$ cat src/rtl/upper_lane_pkg.sv
package upper_lane_pkg;

  // strobes from control to datapath, valid within the current cycle
  typedef struct packed {
    logic zeroLane;   // drive zeros (parking or narrow strap)
    logic drvAd;      // upper address/data enable
    logic drvCbe;     // upper command/byte-enable enable
    logic rxArm;      // this cycle's bus value must be parity-checked next cycle
  } laneStrobe_t;

endpackage

$ cat src/rtl/upper_lane_ctrl.sv
module upper_lane_ctrl
  import upper_lane_pkg::*;
(
  input  logic        clk,
  input  logic        rstN,
  input  logic        frameN,
  input  logic        irdyN,
  input  logic        trdyN,
  input  logic        devselN,
  input  logic        gntN,
  input  logic        req64In,
  input  logic        ack64In,
  input  logic        isInit,
  input  logic        isTarget,
  input  logic        isWrite,
  input  logic        dualAddr,
  input  logic        localReq64,
  input  logic        localAck64,
  output laneStrobe_t strobe,
  output logic        req64Out,
  output logic        req64Oe,
  output logic        ack64Out,
  output logic        ack64Oe,
  output logic        wide64
);

  logic cap64;
  logic prevFrameN;
  logic dacQ;
  logic reqHeldQ;
  logic ackHeldQ;

  logic addrFirst, addrAny, busIdle, dataPh, wideData;
  logic reqAssert, ackAssert, parkNow, addrDrv;
  logic wrDrv, rdDrv, rxData;

  always_comb begin
    addrFirst = !frameN && prevFrameN;
    addrAny   = addrFirst || dacQ;
    busIdle   = frameN && irdyN;
    dataPh    = !addrAny && !busIdle;
    wideData  = !req64In && !ack64In;
    parkNow   = busIdle && !gntN;
    addrDrv   = isInit && localReq64 && addrAny;
    reqAssert = cap64 && isInit && localReq64 && !frameN;
    ackAssert = cap64 && isTarget && localAck64 && !devselN && !req64In;
    // owner of AD in a wide data phase
    wrDrv     = (isInit && isWrite) || (isTarget && !isWrite);
    // this port receives AD in a wide data phase
    rdDrv     = (isInit && !isWrite) || (isTarget && isWrite);
    rxData    = dataPh && wideData && !irdyN && !trdyN && rdDrv;
  end

  always_comb begin
    strobe.zeroLane = !cap64 || parkNow;
    strobe.drvAd    = rstN && (!cap64 || parkNow || addrDrv ||
                               (dataPh && wideData && wrDrv));
    strobe.drvCbe   = rstN && (!cap64 || parkNow || addrDrv ||
                               (dataPh && wideData && isInit));
    strobe.rxArm    = cap64 && ((isTarget && addrAny && !req64In) || rxData);
  end

  assign req64Out = !reqAssert;
  assign req64Oe  = rstN && (reqAssert || reqHeldQ);
  assign ack64Out = !ackAssert;
  assign ack64Oe  = rstN && (ackAssert || ackHeldQ);
  assign wide64   = cap64;

  always_ff @(posedge clk) begin
    if (!rstN) begin
      cap64      <= !req64In;   // strap sampled throughout reset
      prevFrameN <= 1'b1;
      dacQ       <= 1'b0;
      reqHeldQ   <= 1'b0;
      ackHeldQ   <= 1'b0;
    end else begin
      prevFrameN <= frameN;
      dacQ       <= addrFirst && dualAddr;
      reqHeldQ   <= reqAssert;
      ackHeldQ   <= ackAssert;
    end
  end

endmodule

$ cat src/rtl/upper_lane_dp.sv
module upper_lane_dp
  import upper_lane_pkg::*;
#(
  parameter int LANE_W = 32,
  parameter int BE_W   = 4
) (
  input  logic              clk,
  input  logic              rstN,
  input  laneStrobe_t       strobe,
  input  logic [LANE_W-1:0] txAd,
  input  logic [BE_W-1:0]   txCbe,
  input  logic [LANE_W-1:0] adIn,
  input  logic [BE_W-1:0]   cbeIn,
  input  logic              parIn,
  output logic [LANE_W-1:0] adOut,
  output logic              adOe,
  output logic [BE_W-1:0]   cbeOut,
  output logic              cbeOe,
  output logic              parOut,
  output logic              parOe,
  output logic              perr
);

  localparam int PAR_W = LANE_W + BE_W;

  logic [PAR_W-1:0] busWord;
  logic             busPar;
  logic             parQ;
  logic             parOeQ;
  logic             armQ;
  logic             perrQ;

  assign busWord = {adIn, cbeIn};
  assign busPar  = ^busWord;

  assign adOut  = strobe.zeroLane ? '0 : txAd;
  assign cbeOut = strobe.zeroLane ? '0 : txCbe;
  assign adOe   = strobe.drvAd;
  assign cbeOe  = strobe.drvCbe;
  assign parOut = parQ;
  assign parOe  = parOeQ;
  assign perr   = perrQ;

  always_ff @(posedge clk) begin
    if (!rstN) begin
      parQ   <= 1'b0;
      parOeQ <= 1'b0;
      armQ   <= 1'b0;
      perrQ  <= 1'b0;
    end else begin
      parQ   <= busPar;
      parOeQ <= strobe.drvAd;
      armQ   <= strobe.rxArm;
      perrQ  <= armQ && (parIn != parQ);
    end
  end

endmodule

$ cat src/rtl/upper_lane_top.sv
module upper_lane_top
  import upper_lane_pkg::*;
#(
  parameter int LANE_W = 32,
  parameter int BE_W   = 4
) (
  input  logic              clk,
  input  logic              rstN,
  input  logic              frameN,
  input  logic              irdyN,
  input  logic              trdyN,
  input  logic              devselN,
  input  logic              gntN,
  input  logic              req64In,
  input  logic              ack64In,
  input  logic              isInit,
  input  logic              isTarget,
  input  logic              isWrite,
  input  logic              dualAddr,
  input  logic              localReq64,
  input  logic              localAck64,
  input  logic [LANE_W-1:0] txAd,
  input  logic [BE_W-1:0]   txCbe,
  input  logic [LANE_W-1:0] adIn,
  input  logic [BE_W-1:0]   cbeIn,
  input  logic              parIn,
  output logic [LANE_W-1:0] adOut,
  output logic              adOe,
  output logic [BE_W-1:0]   cbeOut,
  output logic              cbeOe,
  output logic              parOut,
  output logic              parOe,
  output logic              req64Out,
  output logic              req64Oe,
  output logic              ack64Out,
  output logic              ack64Oe,
  output logic              perr,
  output logic              wide64
);

  laneStrobe_t strobe;

  upper_lane_ctrl ctrl_i (
    .clk(clk), .rstN(rstN), .frameN(frameN), .irdyN(irdyN), .trdyN(trdyN),
    .devselN(devselN), .gntN(gntN), .req64In(req64In), .ack64In(ack64In),
    .isInit(isInit), .isTarget(isTarget), .isWrite(isWrite),
    .dualAddr(dualAddr), .localReq64(localReq64), .localAck64(localAck64),
    .strobe(strobe), .req64Out(req64Out), .req64Oe(req64Oe),
    .ack64Out(ack64Out), .ack64Oe(ack64Oe), .wide64(wide64)
  );

  upper_lane_dp #(.LANE_W(LANE_W), .BE_W(BE_W)) dp_i (
    .clk(clk), .rstN(rstN), .strobe(strobe), .txAd(txAd), .txCbe(txCbe),
    .adIn(adIn), .cbeIn(cbeIn), .parIn(parIn), .adOut(adOut), .adOe(adOe),
    .cbeOut(cbeOut), .cbeOe(cbeOe), .parOut(parOut), .parOe(parOe),
    .perr(perr)
  );

endmodule

$ cat config.mk
export PLATFORM = sky130hd
export DESIGN_NAME = upper_lane_top
export DESIGN_NICKNAME = d
export VERILOG_FILES = /design/src/rtl/upper_lane_pkg.sv /design/src/rtl/upper_lane_ctrl.sv /design/src/rtl/upper_lane_dp.sv /design/src/rtl/upper_lane_top.sv
export SDC_FILE = /design/constraint.sdc
export NUM_CORES = 1
export LEC_CHECK = 0
export BUFFER_PORTS_ARGS = -buffer_cell sky130_fd_sc_hd__buf_4
export CAP_MARGIN = 20
export CORE_ASPECT_RATIO = 0.5
export CORE_UTILIZATION = 31
export CTS_CLUSTER_DIAMETER = 60
export DETAILED_ROUTE_END_ITERATION = 12
export GPL_TIMING_DRIVEN = 1
export PLACE_DENSITY = 0.82
export SLEW_MARGIN = 40
export SYNTH_ARGS = -nofsm -noshare
export SYNTH_HDL_FRONTEND = slang
export SYNTH_SLANG_ARGS = --single-unit
$ cat constraint.sdc
create_clock -name clk -period 1.7 [get_ports clk]
set_input_delay 0.34 -clock clk [delete_from_list [all_inputs] [get_ports clk]]
set_output_delay 0.34 -clock clk [all_outputs]
set_load 0.01 [all_outputs]
# After elaboration in Yosys (flattened, before gate mapping)
# Cells that the tools add are included.
dict set report totals {
  elab_cells 69
  register_bits 9
  inputBits 88
  output_inout_bits 46
}
dict set report op_classes {
  mux 2
  n_eq_ne 1
  reduce_logical 57
}
# cell n
set ops {}
lappend ops {{XOR reduction 36 bit} 1}
lappend ops {{logical AND 1 bit} 33}
lappend ops {{2-to-1 mux 32 bit} 1}
lappend ops {{logical NOT 1 bit} 13}
lappend ops {{logical OR 1 bit} 10}
lappend ops {{2-to-1 mux 4 bit} 1}
lappend ops {{!= test 1 bit} 1}

# Depth between registers and ports, before layout
dict set report depth {
  depth_word 11
  ltp_mapped 5
}

# Modules after synthesis
# A second synthesis with hierarchy kept.
dict set report unflattened {
  hier_cells 125
  hier_area_um2 998.5
}
# module cells_each area_per_inst_um2 instances
set by_module_without_submodules {}
lappend by_module_without_submodules {upper_lane_dp 85 698.2 1}
lappend by_module_without_submodules {upper_lane_ctrl 40 300.3 1}

# Worst setup path before layout
# No wires, ideal clock.
dict set report synth_path {
  kind {flip-flop to output port}
  start {register ctrl_i.cap64, in the netlist ctrl_i.wide64}
  end {output port adOut[11]}
  required_ps 1360
  arrival_ps 1185
  stages_incl_launch_ff 5
  slack_ps 175
  n_path_buf 2
  cell_sequence {edfxtp_1 > o21a_1 > clkbuf_1 > clkbuf_1 > and2_1}
}
dict set report synth_between {
  elab_chain_len 3
}
# item line_no
set synth_lines {}
lappend synth_lines {{start: declaration} upper_lane_ctrl.sv:27} ;# logic cap64;
lappend synth_lines {{start signal: assignment} upper_lane_ctrl.sv:71} ;# cap64 <= !req64In;
lappend synth_lines {{logical NOT 1 bit} upper_lane_ctrl.sv:55} ;# strobe.zeroLane = !cap64 || parkNow;
lappend synth_lines {{logical OR 1 bit} upper_lane_ctrl.sv:55}
lappend synth_lines {{2-to-1 mux 32 bit} upper_lane_dp.sv:36} ;# assign adOut = strobe.zeroLane ? '0 : txAd;
lappend synth_lines {{end: declaration} upper_lane_top.sv:27} ;# output logic [LANE_W-1:0] adOut,
# Every way passes these cells.

# Worst setup path in the final report
dict set report layout_path {
  start {register ctrl_i.prevFrameN}
  end {output port adOe}
}
dict set report layout_between {
  elab_chain_len 8
}
# item line_no
set layout_lines {}
lappend layout_lines {{start: declaration} upper_lane_ctrl.sv:28} ;# logic prevFrameN;
lappend layout_lines {{start signal: assignment} upper_lane_ctrl.sv:77} ;# prevFrameN <= frameN;
lappend layout_lines {{logical AND 1 bit *} upper_lane_ctrl.sv:38} ;# addrFirst = !frameN && prevFrameN;
lappend layout_lines {{logical OR 1 bit *} upper_lane_ctrl.sv:39} ;# addrAny = addrFirst || dacQ;
lappend layout_lines {{logical NOT 1 bit} upper_lane_ctrl.sv:41} ;# dataPh = !addrAny && !busIdle;
lappend layout_lines {{logical AND 1 bit} upper_lane_ctrl.sv:41}
lappend layout_lines {{logical AND 1 bit (2 in a row)} upper_lane_ctrl.sv:57} ;# (dataPh && wideData && wrDrv));
lappend layout_lines {{logical OR 1 bit *} upper_lane_ctrl.sv:56} ;# strobe.drvAd = rstN && (!cap64 || parkNow || addrDrv ||
lappend layout_lines {{logical AND 1 bit *} upper_lane_ctrl.sv:56}
lappend layout_lines {{end: declaration} upper_lane_top.sv:28} ;# output logic adOe,
# Mark *: on every way between the ends. The rest lies on a longest branch, timed or not.

==> impl_metrics.prom <==
# TYPE chip_impl_metric gauge
chip_impl_metric{name="drt_first_pass_iters",unit=""} 4
chip_impl_metric{name="fmax",unit="MHz"} 584
chip_impl_metric{name="grt_first_pass_wirelength",unit="microns"} 5260
chip_impl_info{name="cts-root-buf",value="sky130_fd_sc_hd__clkbuf_8"} 1
chip_impl_metric{name="r2r_cells",unit=""} 5
chip_impl_metric{name="initial_core_util",unit="%"} 34.9
chip_impl_metric{name="instances_no_fill",unit=""} 298
chip_impl_info{name="start_kind",value="register"} 1
chip_impl_metric{name="total_leakage_power",unit="nW"} 1.10
chip_impl_metric{name="cp_max_fo",unit=""} 3
chip_impl_metric{name="relSlewSlack",unit="%"} 83.1
chip_impl_metric{name="dr_total_vias",unit=""} 1290
chip_impl_metric{name="place.port_buffers",unit=""} 133
chip_impl_metric{name="synth_nets",unit=""} 210
chip_impl_metric{name="cts.reportedPaths.clkPinSlew",unit="ns"} 0.04
chip_impl_info{name="yosys.area.top_type",value="sky130_fd_sc_hd__and2_1"} 1
chip_impl_metric{name="post-dp-hpwl",unit="microns"} 2870
chip_impl_info{name="min-delay-path-class",value="in2reg"} 1
chip_impl_info{name="critical_path_class",value="reg2out"} 1
chip_impl_info{name="end_kind",value="output pin"} 1
chip_impl_metric{name="cts_inserted_buffers",unit=""} 3
chip_impl_metric{name="core_area",unit="sq um"} 2770
chip_impl_metric{name="fin_crit_sh",unit="%"} 101
chip_impl_metric{name="synth.distinct_cells",unit=""} 25
chip_impl_metric{name="synth_sequential_area_ratio",unit="%"} 19.7
chip_impl_metric{name="count_of_fill_cells_added_during_filler_insertion",unit=""} 209
chip_impl_metric{name="finalSetupViolCount",unit=""} 1
chip_impl_info{name="hold_start",value="rstN"} 1
chip_impl_metric{name="cts_max_path_buffers",unit=""} 2
chip_impl_metric{name="finalMaxSlewViolations",unit=""} 0
chip_impl_metric{name="ant_nets",unit=""} 0
chip_impl_info{name="most_common_library_cell_in_the_layout_ignoring_fill_and_taps",value="sky130_fd_sc_hd__buf_4"} 1
chip_impl_metric{name="postSynthCellCount",unit=""} 122
chip_impl_info{name="mostFrequentLayoutCells",value="137 x sky130_fd_sc_hd__buf_4, 36 x sky130_fd_sc_hd__and2_1, 25 x sky130_fd_sc_hd__xnor2_1"} 1
chip_impl_metric{name="syn_area",unit="sq um"} 965
chip_impl_info{name="startpoint_of_the_most_critical_register_to_register_path",value="ctrl_i.prevFrameN$_SDFF_PN1_"} 1
chip_impl_metric{name="drt_iter0_markers",unit=""} 39
chip_impl_metric{name="timing.setup.tns",unit="ns"} -0.0132
chip_impl_metric{name="via_count_of_the_first_global_routing_pass",unit=""} 1251
chip_impl_info{name="most_area_consuming_cells_after_synthesis",value="sky130_fd_sc_hd__and2_1 23%, sky130_fd_sc_hd__xnor2_1 23%, sky130_fd_sc_hd__dfxtp_1 17%"} 1
chip_impl_metric{name="detail_route.drc_violations",unit=""} 0
chip_impl_metric{name="antenna_violations_before_repair",unit=""} 0
chip_impl_metric{name="detailed_place.area",unit="sq um"} 2020
chip_impl_metric{name="globalRoute.totalOverflow",unit=""} 0
chip_impl_info{name="tritoncts",value="yes"} 1
chip_impl_metric{name="timing.final.hold_violations",unit=""} 0
chip_impl_metric{name="wl",unit="microns"} 3620
chip_impl_metric{name="clock_sinks",unit=""} 9
chip_impl_metric{name="power_density",unit="nW/um^2"} 559
chip_impl_metric{name="gr_usage_total",unit="%"} 20.6
chip_impl_info{name="startpoint",value="ctrl_i.prevFrameN$_SDFF_PN1_"} 1
chip_impl_metric{name="critical_path_required",unit="ns"} 1.36
chip_impl_metric{name="insertedDiodeCount",unit=""} 0
chip_impl_metric{name="dp_cells",unit=""} 291
chip_impl_info{name="outcome",value="finished, violations left"} 1
chip_impl_metric{name="finalClockSkew",unit="ns"} 0.00244
chip_impl_metric{name="die_x",unit="microns"} 80.9
chip_impl_metric{name="fin_area",unit="sq um"} 2120
chip_impl_metric{name="dieArea",unit="sq um"} 3350
chip_impl_metric{name="drv.max_cap_violation_count",unit=""} 0
chip_impl_metric{name="min_path_cells",unit=""} 2
chip_impl_metric{name="die_y",unit="microns"} 41.4
chip_impl_metric{name="vdd_drop_max",unit="V"} 0.000354
chip_impl_metric{name="worst_margin_slew",unit="ns"} 0.252
chip_impl_metric{name="syn_area_per_cell",unit="sq um"} 7.91
chip_impl_metric{name="num_rows",unit=""} 13
chip_impl_metric{name="grt_start_max_net_pins",unit=""} 27
chip_impl_info{name="rsz0062_at_grt",value="yes"} 1
chip_impl_metric{name="post_drt_wl_per_cell",unit="microns"} 12.1
chip_impl_metric{name="final_layout_size_suffix_gt1_share",unit="%"} 57.5
chip_impl_metric{name="worstSkewPairLatency",unit="ns"} 0.23
chip_impl_metric{name="final.min_clock_period",unit="ns"} 1.71
chip_impl_metric{name="num_io_pins",unit=""} 134
chip_impl_metric{name="fin_nets",unit=""} 350
chip_impl_metric{name="fin_total_pwr",unit="mW"} 1.19
chip_impl_metric{name="synth.ff_latch_count",unit=""} 9
chip_impl_metric{name="number_of_warning_messages_in_the_yosys_log",unit=""} 0
chip_impl_metric{name="vias_per_cell",unit=""} 4.33
chip_impl_info{name="violations",value="negative setup slack"} 1
chip_impl_metric{name="slack_of_the_critical_path",unit="ns"} -0.0132
chip_impl_metric{name="synthToLayoutAreaGrowth",unit="%"} 120
chip_impl_metric{name="place.gp.congestion",unit=""} 0.775
chip_impl_metric{name="cts_hold_repair.buffers",unit=""} 0
chip_impl_metric{name="synth.top_cell.area_share",unit="%"} 23.3
chip_impl_metric{name="h_tree_level_count",unit=""} 1
chip_impl_metric{name="worst-endpoint-arrival",unit="ns"} 1.37
-- Yosys cell counts --
library cell and instances:
sky130_fd_sc_hd__nor3_1 1, sky130_fd_sc_hd__and2_1 36, sky130_fd_sc_hd__a21oi_1 1, sky130_fd_sc_hd__nand3_1 1, sky130_fd_sc_hd__edfxtp_1 1, sky130_fd_sc_hd__o21a_1 2, sky130_fd_sc_hd__xnor3_1 2, sky130_fd_sc_hd__nand2_1 7
sky130_fd_sc_hd__clkbuf_1 4, sky130_fd_sc_hd__a21boi_0 1, sky130_fd_sc_hd__or2_2 1, sky130_fd_sc_hd__xor2_1 5, sky130_fd_sc_hd__mux2i_1 3, sky130_fd_sc_hd__and3_1 2, sky130_fd_sc_hd__inv_1 5, sky130_fd_sc_hd__dfxtp_1 8
sky130_fd_sc_hd__or3_1 1, sky130_fd_sc_hd__clkinv_1 1, sky130_fd_sc_hd__nor3b_1 1, sky130_fd_sc_hd__nor2_1 10, sky130_fd_sc_hd__xnor2_2 1, sky130_fd_sc_hd__nand2b_1 1, sky130_fd_sc_hd__o221a_2 1, sky130_fd_sc_hd__o22ai_1 1
sky130_fd_sc_hd__xnor2_1 25
-- final timing paths --
path	end	slack [ns]
worst max register to register	dp_i.armQ$_SDFF_PN0_	0.59
worst min-delay path	ctrl_i.prevFrameN$_SDFF_PN1_	0.36
worst max-delay path	adOe	-0.01
worst min register to register	dp_i.perr$_SDFF_PN0_	0.46
-- flip-flops by register name, indices dropped and copies added, names as in the netlist --
register           count
ctrl_i.ackHeldQ        1
ctrl_i.dacQ            1
ctrl_i.prevFrameN      1
ctrl_i.reqHeldQ        1
ctrl_i.wide64          1
dp_i.armQ              1
dp_i.parOe             1
dp_i.parOut            1
dp_i.perr              1
-- power breakdown --
| part | switching, mW | total (mW) | internal, mW |
|---|---|---|---|
| combinational | 0.244 | 0.690 | 0.446 |
| sequential | 0.0109 | 0.246 | 0.235 |
| clock | 0.0873 | 0.251 | 0.164 |
-- metrics by stage --
step / hold slack (ns) / utilization [%] / setup slack, ns
3_3_place_gp: 0.425 / 72.9 / 0.0656
4_1_cts: 0.338 / 75.4 / 0.00349
2_1_floorplan: 0.410 / - / 0.175
5_1_grt: 0.374 / 76.8 / -0.0503
6_report: 0.357 / 76.8 / -0.0132
3_5_place_dp: 0.424 / 72.9 / 0.00542
-- layout make-up --
cell class	instances	area, sq um	area share, %
Tap cell	37	46.3	2.18
Timing Repair Buffer	139	1050	49.5
Clock buffer	4	45.0	2.12
Sequential cell	9	191	9.01
Multi-Input combinational cell	103	768	36.2
Inverter	6	22.5	1.06
-- repair_timing --
action / in CTS / in global routing
gates resized for setup: 2 / 8
endpoints found under the setup margin: 28 / 29
setup buffers: 2 / 1
pin swaps: 1 / 4
-- worst max-delay path: stages, from the launching register on --
cell and delay [ns]:
sky130_fd_sc_hd__dfxtp_2 0.33, sky130_fd_sc_hd__a21oi_4 0.19, sky130_fd_sc_hd__nand3_2 0.13, sky130_fd_sc_hd__o221a_4 0.28, sky130_fd_sc_hd__nor2_1 0.08, sky130_fd_sc_hd__buf_4 0.13
-- metal layers --
metal | GRT usage, % | vias up | part of all wire [%]
met1 | 18.2 | 557 | 32
met3 | 6.59 | 11 | 12
li1 | - | 655 | -
met5 | 0 | - | 0
met4 | 11.8 | 0 | 3.0
met2 | 40.5 | 67 | 53
-- kinds of logic after synthesis --
logic type | synth area share (%)
AND/OR/NAND/NOR | 35.0
XOR/XNOR | 33.6
buffers and inverters | 3.89
flip-flops | 19.7
AO/OA/AOI/OAI | 4.67
multiplexers | 3.11
(Power assumes the default switching activity.)
